File: src/rtl/sac_pkg.sv
package sac_pkg;

  typedef enum logic [2:0] {
    OP_READ    = 3'd0,
    OP_WRITE   = 3'd1,
    OP_LOCK    = 3'd2,
    OP_PRESENT = 3'd3,
    OP_SETPWD  = 3'd4
  } op_e;

  typedef enum logic [2:0] {
    ERR_NONE   = 3'd0,
    ERR_DENIED = 3'd1,
    ERR_LOCKED = 3'd2,
    ERR_BADPWD = 3'd3,
    ERR_NOAUTH = 3'd4,
    ERR_BADIDX = 3'd5,
    ERR_BADOP  = 3'd6
  } err_e;

  typedef struct packed {
    logic [2:0] spare;
    logic [1:0] link;
    logic [1:0] mode;
    logic       lock;
  } sss_t;

  function automatic sss_t sss_locked(input logic [3:0] cfg);
    sss_t s;
    s.spare = 3'b000;
    s.link  = cfg[3:2];
    s.mode  = cfg[1:0];
    s.lock  = 1'b1;
    return s;
  endfunction

endpackage

File: src/rtl/sac_sss_store.sv
module sac_sss_store
  import sac_pkg::*;
#(
  parameter int NUM_SECTORS = 64,
  parameter int SEC_W       = $clog2(NUM_SECTORS)
) (
  input  logic             clk_i,
  input  logic             rst_ni,
  input  logic [SEC_W-1:0] rd_idx_i,
  output sss_t             rd_byte_o,
  input  logic             wr_en_i,
  input  logic [SEC_W-1:0] wr_idx_i,
  input  sss_t             wr_byte_i
);

  sss_t mem_q [NUM_SECTORS];

  for (genvar g = 0; g < NUM_SECTORS; g++) begin : g_sector
    always_ff @(posedge clk_i or negedge rst_ni) begin
      if (!rst_ni) begin
        mem_q[g] <= '0;
      end else if (wr_en_i && (wr_idx_i == SEC_W'(g))) begin
        mem_q[g] <= wr_byte_i;
      end
    end
  end

  assign rd_byte_o = mem_q[rd_idx_i];

endmodule

File: src/rtl/sac_pwd_bank.sv
module sac_pwd_bank #(
  parameter int NUM_PWD = 3,
  parameter int PWD_W   = 32,
  parameter int PSEL_W  = $clog2(NUM_PWD + 1)
) (
  input  logic              clk_i,
  input  logic              rst_ni,
  input  logic [PSEL_W-1:0] sel_i,
  input  logic [PWD_W-1:0]  cmp_val_i,
  output logic              sel_ok_o,
  output logic              match_o,
  output logic              sel_presented_o,
  input  logic              grant_i,
  input  logic              revoke_i,
  input  logic              store_i,
  output logic [NUM_PWD-1:0] presented_o
);

  logic [PWD_W-1:0]   pwd_q [NUM_PWD];
  logic [NUM_PWD-1:0] pres_q;
  logic [NUM_PWD-1:0] sel_hot;

  for (genvar g = 0; g < NUM_PWD; g++) begin : g_pwd
    assign sel_hot[g] = (sel_i == PSEL_W'(g + 1));

    always_ff @(posedge clk_i or negedge rst_ni) begin
      if (!rst_ni) begin
        pwd_q[g] <= '0;
      end else if (store_i && sel_hot[g]) begin
        pwd_q[g] <= cmp_val_i;
      end
    end
  end

  always_comb begin
    match_o = 1'b0;
    for (int i = 0; i < NUM_PWD; i++) begin
      if (sel_hot[i] && (pwd_q[i] == cmp_val_i)) match_o = 1'b1;
    end
  end

  assign sel_ok_o        = |sel_hot;
  assign sel_presented_o = |(sel_hot & pres_q);

  // a grant replaces any earlier presentation; a revoke wipes all
  always_ff @(posedge clk_i or negedge rst_ni) begin
    if (!rst_ni) begin
      pres_q <= '0;
    end else if (revoke_i) begin
      pres_q <= '0;
    end else if (grant_i) begin
      pres_q <= sel_hot;
    end
  end

  assign presented_o = pres_q;

endmodule

File: src/rtl/sac_rights.sv
module sac_rights
  import sac_pkg::*;
#(
  parameter int NUM_PWD = 3
) (
  input  sss_t               sss_i,
  input  logic [NUM_PWD-1:0] presented_i,
  output logic               rd_ok_o,
  output logic               wr_ok_o
);

  logic linked_hit;

  always_comb begin
    linked_hit = 1'b0;
    for (int i = 0; i < NUM_PWD; i++) begin
      if ((sss_i.link == 2'(i + 1)) && presented_i[i]) linked_hit = 1'b1;
    end
  end

  always_comb begin
    if (!sss_i.lock) begin
      rd_ok_o = 1'b1;
      wr_ok_o = 1'b1;
    end else begin
      unique case (sss_i.mode)
        2'b00: begin rd_ok_o = 1'b1;       wr_ok_o = linked_hit; end
        2'b01: begin rd_ok_o = 1'b1;       wr_ok_o = 1'b1;       end
        2'b10: begin rd_ok_o = linked_hit; wr_ok_o = linked_hit; end
        default: begin rd_ok_o = linked_hit; wr_ok_o = 1'b0;     end
      endcase
    end
  end

endmodule

File: src/rtl/sector_access_ctrl.sv
module sector_access_ctrl
  import sac_pkg::*;
#(
  parameter int NUM_SECTORS       = 64,
  parameter int BLOCKS_PER_SECTOR = 32,
  parameter int NUM_PWD           = 3,
  parameter int PWD_W             = 32,
  parameter int SEC_W             = $clog2(NUM_SECTORS),
  parameter int ADDR_W            = SEC_W + $clog2(BLOCKS_PER_SECTOR),
  parameter int PSEL_W            = $clog2(NUM_PWD + 1)
) (
  input  logic               clk_i,
  input  logic               rst_ni,
  input  logic               req_valid_i,
  input  logic [2:0]         req_op_i,
  input  logic [ADDR_W-1:0]  req_addr_i,
  input  logic [PSEL_W-1:0]  req_psel_i,
  input  logic [PWD_W-1:0]   req_data_i,
  output logic               rsp_valid_o,
  output logic               rsp_ok_o,
  output logic [2:0]         rsp_err_o,
  output logic [7:0]         rsp_sss_o,
  output logic [NUM_PWD-1:0] presented_o
);

  logic [SEC_W-1:0] sector;
  sss_t             cur_sss, new_sss;
  logic             sss_we;
  logic             rd_ok, wr_ok;
  logic             sel_ok, match, sel_pres;
  logic             grant, revoke, store;
  err_e             err_d;

  assign sector = req_addr_i[ADDR_W-1 -: SEC_W];

  sac_sss_store #(
    .NUM_SECTORS(NUM_SECTORS),
    .SEC_W      (SEC_W)
  ) u_sss (
    .clk_i    (clk_i),
    .rst_ni   (rst_ni),
    .rd_idx_i (sector),
    .rd_byte_o(cur_sss),
    .wr_en_i  (sss_we),
    .wr_idx_i (sector),
    .wr_byte_i(new_sss)
  );

  sac_pwd_bank #(
    .NUM_PWD(NUM_PWD),
    .PWD_W  (PWD_W),
    .PSEL_W (PSEL_W)
  ) u_pwd (
    .clk_i          (clk_i),
    .rst_ni         (rst_ni),
    .sel_i          (req_psel_i),
    .cmp_val_i      (req_data_i),
    .sel_ok_o       (sel_ok),
    .match_o        (match),
    .sel_presented_o(sel_pres),
    .grant_i        (grant),
    .revoke_i       (revoke),
    .store_i        (store),
    .presented_o    (presented_o)
  );

  sac_rights #(
    .NUM_PWD(NUM_PWD)
  ) u_rights (
    .sss_i      (cur_sss),
    .presented_i(presented_o),
    .rd_ok_o    (rd_ok),
    .wr_ok_o    (wr_ok)
  );

  assign new_sss = sss_locked(req_data_i[3:0]);

  always_comb begin
    err_d  = ERR_NONE;
    sss_we = 1'b0;
    grant  = 1'b0;
    revoke = 1'b0;
    store  = 1'b0;
    if (req_valid_i) begin
      unique case (req_op_i)
        OP_READ:  if (!rd_ok) err_d = ERR_DENIED;
        OP_WRITE: if (!wr_ok) err_d = ERR_DENIED;
        OP_LOCK: begin
          if (cur_sss.lock) err_d = ERR_LOCKED;
          else              sss_we = 1'b1;
        end
        OP_PRESENT: begin
          if (!sel_ok) begin
            err_d = ERR_BADIDX;
          end else if (match) begin
            grant = 1'b1;
          end else begin
            revoke = 1'b1;
            err_d  = ERR_BADPWD;
          end
        end
        OP_SETPWD: begin
          if (!sel_ok)        err_d = ERR_BADIDX;
          else if (!sel_pres) err_d = ERR_NOAUTH;
          else                store = 1'b1;
        end
        default: err_d = ERR_BADOP;
      endcase
    end
  end

  always_ff @(posedge clk_i or negedge rst_ni) begin
    if (!rst_ni) begin
      rsp_valid_o <= 1'b0;
      rsp_ok_o    <= 1'b0;
      rsp_err_o   <= '0;
      rsp_sss_o   <= '0;
    end else begin
      rsp_valid_o <= req_valid_i;
      rsp_ok_o    <= req_valid_i && (err_d == ERR_NONE);
      rsp_err_o   <= err_d;
      rsp_sss_o   <= sss_we ? new_sss : cur_sss;
    end
  end

endmodule

File: config.mk
export PLATFORM = sky130hd
export DESIGN_NAME = sector_access_ctrl
export DESIGN_NICKNAME = d
export VERILOG_FILES = /design/src/rtl/sac_pkg.sv /design/src/rtl/sac_sss_store.sv /design/src/rtl/sac_pwd_bank.sv /design/src/rtl/sac_rights.sv /design/src/rtl/sector_access_ctrl.sv
export SDC_FILE = /design/constraint.sdc
export NUM_CORES = 1
export LEC_CHECK = 0
export ABC_AREA = 0
export ABC_CLOCK_PERIOD_IN_PS = 3500
export BUFFER_PORTS_ARGS = -buffer_cell sky130_fd_sc_hd__buf_2
export CORE_UTILIZATION = 45
export DETAILED_ROUTE_END_ITERATION = 16
export GPL_ROUTABILITY_DRIVEN = 0
export RECOVER_POWER = 25
export SYNTH_ARGS = -nofsm -noshare
export SYNTH_HDL_FRONTEND = slang
export SYNTH_HIERARCHICAL = 1
export SYNTH_SLANG_ARGS = --single-unit
File: constraint.sdc
create_clock -name clk_i -period 3.5 [get_ports clk_i]
set_input_delay 0.525 -clock clk_i [delete_from_list [all_inputs] [get_ports clk_i]]
set_output_delay 0.525 -clock clk_i [all_outputs]
set_load 0.01 [all_outputs]
==> out/summary.txt <==
Antenna viol nets, final: 0
Longest Clk Path Bufs: 3
Die H: 256 um
Rel. slew slack: -0.760
CP Data Required Time: 3.98 ns
Largest area contributor in the netlist: dfrtp_1
Setup crit start kind: primary input
Final-stage net count: 2,187
Post-synth top cells: dfrtp_1 (624), mux2_2 (615), mux4_2 (121)
Final slew viol count: 82
Drt pass-1 iters: 5
Max Clock Freq: 0.293 GHz
Count leader, synth: dfrtp_1
Max Cap Viol: 1
Combinational share of power: 0.068
RSZ-0062 raised after global routing: false
Placed Cells: 2,907
Crit Path Class: primary input to flop
Gr usage total: 0.224
DIE AREA: 65,500 um^2
Sequential share of the synthesized area: 0.538
Clock insertion delay at the later pin of the skew report: 0.60 ns
Number of H-tree levels: 3
Worst-path fanout max: 21
Worst min path class: primary input to flop
P_sw: 0.00365 W
Syn avg cell area: 14.9 um^2
Crit share post-route: 0.974
Max Clock Skew: 0.0242 ns
Vias per cell: 5.63
Yosys warnings: 6
First-pass GRT wire length: 113 mm
Die X: 256 um
TritonCTS clock tree: done
Total grt overflow: 0
Share of cells above drive strength 1: 0.529
Final WS setup: 0.0902 ns
Hold_ws: 0.147 ns
P_leak: 16.9 nW
Post-synth EDFFs: 0
Fin. Hold Viols: 0
Met1 GRT Util: 0.317
Port Buffer Count: 61
Initial antenna violation count: 3
CTS root buffer: clkbuf_16
Top cells by area, synth: dfrtp_1 (54%), mux2_2 (24%), mux4_2 (9.4%)
M3 GR Usage: 0.0344
Fillers: 5,221
Tmin final: 3.41 ns
Int Power: 0.0127 W
Worst setup EP type: flop
Largest net degree at the start of global routing: 87
Net Sw Frac: 0.223
Final wirelength: 71.2 mm
Met2 usage: 0.365
Routed len/inst: 23.4 um
# setup viols final: 0
Critical path arrival: 3.89 ns
Primary FF master, synth: dfrtp_1
CTS Buf Count: 72
Detailed placer's ending HPWL: 48.9 mm
Post-Synthesis Cells: 1,949
Worst slack, placed: -0.565 ns
Count of unique library cells instantiated by Yosys: 63
Power per cell area: 475 nW/um^2
Status: complete, but fails checks
Vias in the first global route: 18,300
Post-Synthesis Cell Area: 29,000 um^2
I/O pin total: 67
Clock Power Share: 0.478
Antenna cell count: 0
Failing checks: max-capacitance violations, max-slew violations
Top-area cell type share of the netlist area: 0.538
Vias: 17,100
Site row count: 92
CTS clk-pin slew, worst paths: 0.06 ns
Area Growth Syn to Fin: 18.5%
Maximum vdd drop: 0.000419 V
DRT iter0 DRCs: 995
Finished Layout Cells: 3,037
Starting Density: 0.458
Multi-input gate area: 12,700 um^2
Area of the core: 63,400 um^2
Fraction of registers with async set or reset after synthesis: 1.00
GRT Max-Usage Layer: met2
Tightest Pin Transition: 2.64 ns
DRC Markers: 0
Seq pwr share: 0.455
Yosys reg bits: 624
Clock sinks: 624
Storage cell area: 15,600 um^2
==> worst paths after layout <==
path | startpoint | to | slack [ns] | cells after the start
worst max-delay path | req_addr_i[5] | rsp_ok_o | 0.09 | 15
worst min-delay path | req_valid_i | rsp_valid_o | 0.15 | 1
worst max register to register | u_sss/mem_q[491] | rsp_ok_o | 0.12 | 13
worst min register to register | u_sss/mem_q[17] | u_sss/mem_q[17] | 0.49 | 1
max in group asynchronous | rst_ni | u_sss/mem_q[148] | 0.49 | 3
min in group asynchronous | rst_ni | u_pwd/pwd_q[62] | 1.26 | 2
==> critical path: stages <==
cell and delay (ns):
clkbuf_8 0.23, buf_12 0.19, mux4_2 0.33, nor2_1 0.05
nor3_1 0.40, o22ai_1 0.23, o21ai_1 0.34, buf_4 0.19
mux2_4 0.31, a211oi_2 0.23, o21ai_1 0.10, mux2_4 0.26
o32ai_1 0.19, and3_2 0.23, nor4_2 0.05
==> power by group through the flow <==
| stage | Sequential (W) | Clock, W | Combinational [W] |
|---|---|---|---|
| 5_1_grt | 0.00744 | 0.00829 | 0.00120 |
| 4_1_cts | 0.00743 | 0.00801 | 0.00110 |
| 2_1_floorplan | 0.00754 | 0 | 0.000606 |
| 3_5_place_dp | 0.00756 | 0 | 0.00109 |
| 6_report | 0.00743 | 0.00781 | 0.00110 |
| 3_3_place_gp | 0.00755 | 0 | 0.00107 |
==> routing by layer <==
layer	share of wire	up-vias
li1	-	7555
met4	0.019	2
met3	0.039	95
met5	0.00018	-
met2	0.49	329
met1	0.45	9122
==> kinds of logic after synthesis <==
family                 count (synthesis)  share of synthesized area
AND/OR/NAND/NOR                      221                     0.0405
AO/OA/AOI/OAI                         86                     0.0209
multiplexers                         760                      0.345
flip-flops                           624                      0.538
other                                  2                   0.000259
buffers and inverters                160                     0.0267
XOR/XNOR                              96                     0.0290
==> area by class of cell <==
type / count / area share
well taps: 846 / 0.0308
clock buffers: 112 / 0.0648
multi-input cells: 1167 / 0.369
inverters: 5 / 0.000546
repair buffers: 266 / 0.0724
clock inverters: 17 / 0.00815
flip-flops and latches: 624 / 0.454
==> layout by cell type (no fill, tap or decap), types with 4 or more instances in the layout <==
cell       count
mux4_1         5
a21oi_1        7
bufinv_16      7
nand2_1       59
buf_4        147
and2_1         4
xor2_1        73
nor4_2         4
buf_12        51
conb_1         4
o211ai_1       4
nor3_1        20
nor2_4        11
clkbuf_16     76
nand4_1       11
nand3_1       10
mux2_2       615
nor4_1        15
nor2b_1       10
o221ai_1       8
nand2_2        4
buf_2         57
a22oi_1       14
clkinv_2       6
or2_2          9
clkbuf_1      18
dfrtp_1      624
clkbuf_8      20
clkbuf_2       6
mux4_2       121
o21ai_0        9
mux2i_1       12
nor2_1        31
nor2_2         8
o22ai_1       23
inv_1          5
xnor2_1       23
nand2b_1      11
==> repair_timing <==
action / CTS / global route
endpoints found under the hold margin: 39 / 0
buffers inserted: 0 / 0
gates resized for setup: 0 / 1
setup endpoints to repair: 0 / 1
hold buffers: 1 / 0
==> flip-flops by register name, indices dropped and copies added (netlist names) <==
signal / count
rsp_sss_o: 8
rsp_valid_o: 1
u_sss/mem_q: 512
rsp_err_o: 3
rsp_ok_o: 1
u_pwd/pwd_q: 96
u_pwd/presented_o: 3
==> stage by stage <==
stage / utilization / setup TNS (ns) / area, um^2 / total power (W)
4_1_cts: 0.543 / 0 / 34400 / 0.0165
3_3_place_gp: 0.503 / -135.38 / 31900 / 0.00862
5_1_grt: 0.542 / 0 / 34400 / 0.0169
2_1_floorplan: - / 0 / 29200 / 0.00815
6_report: 0.542 / 0 / 34400 / 0.0163
3_5_place_dp: 0.503 / -147.47 / 31900 / 0.00865
Power figures use the tool's default switching activity.
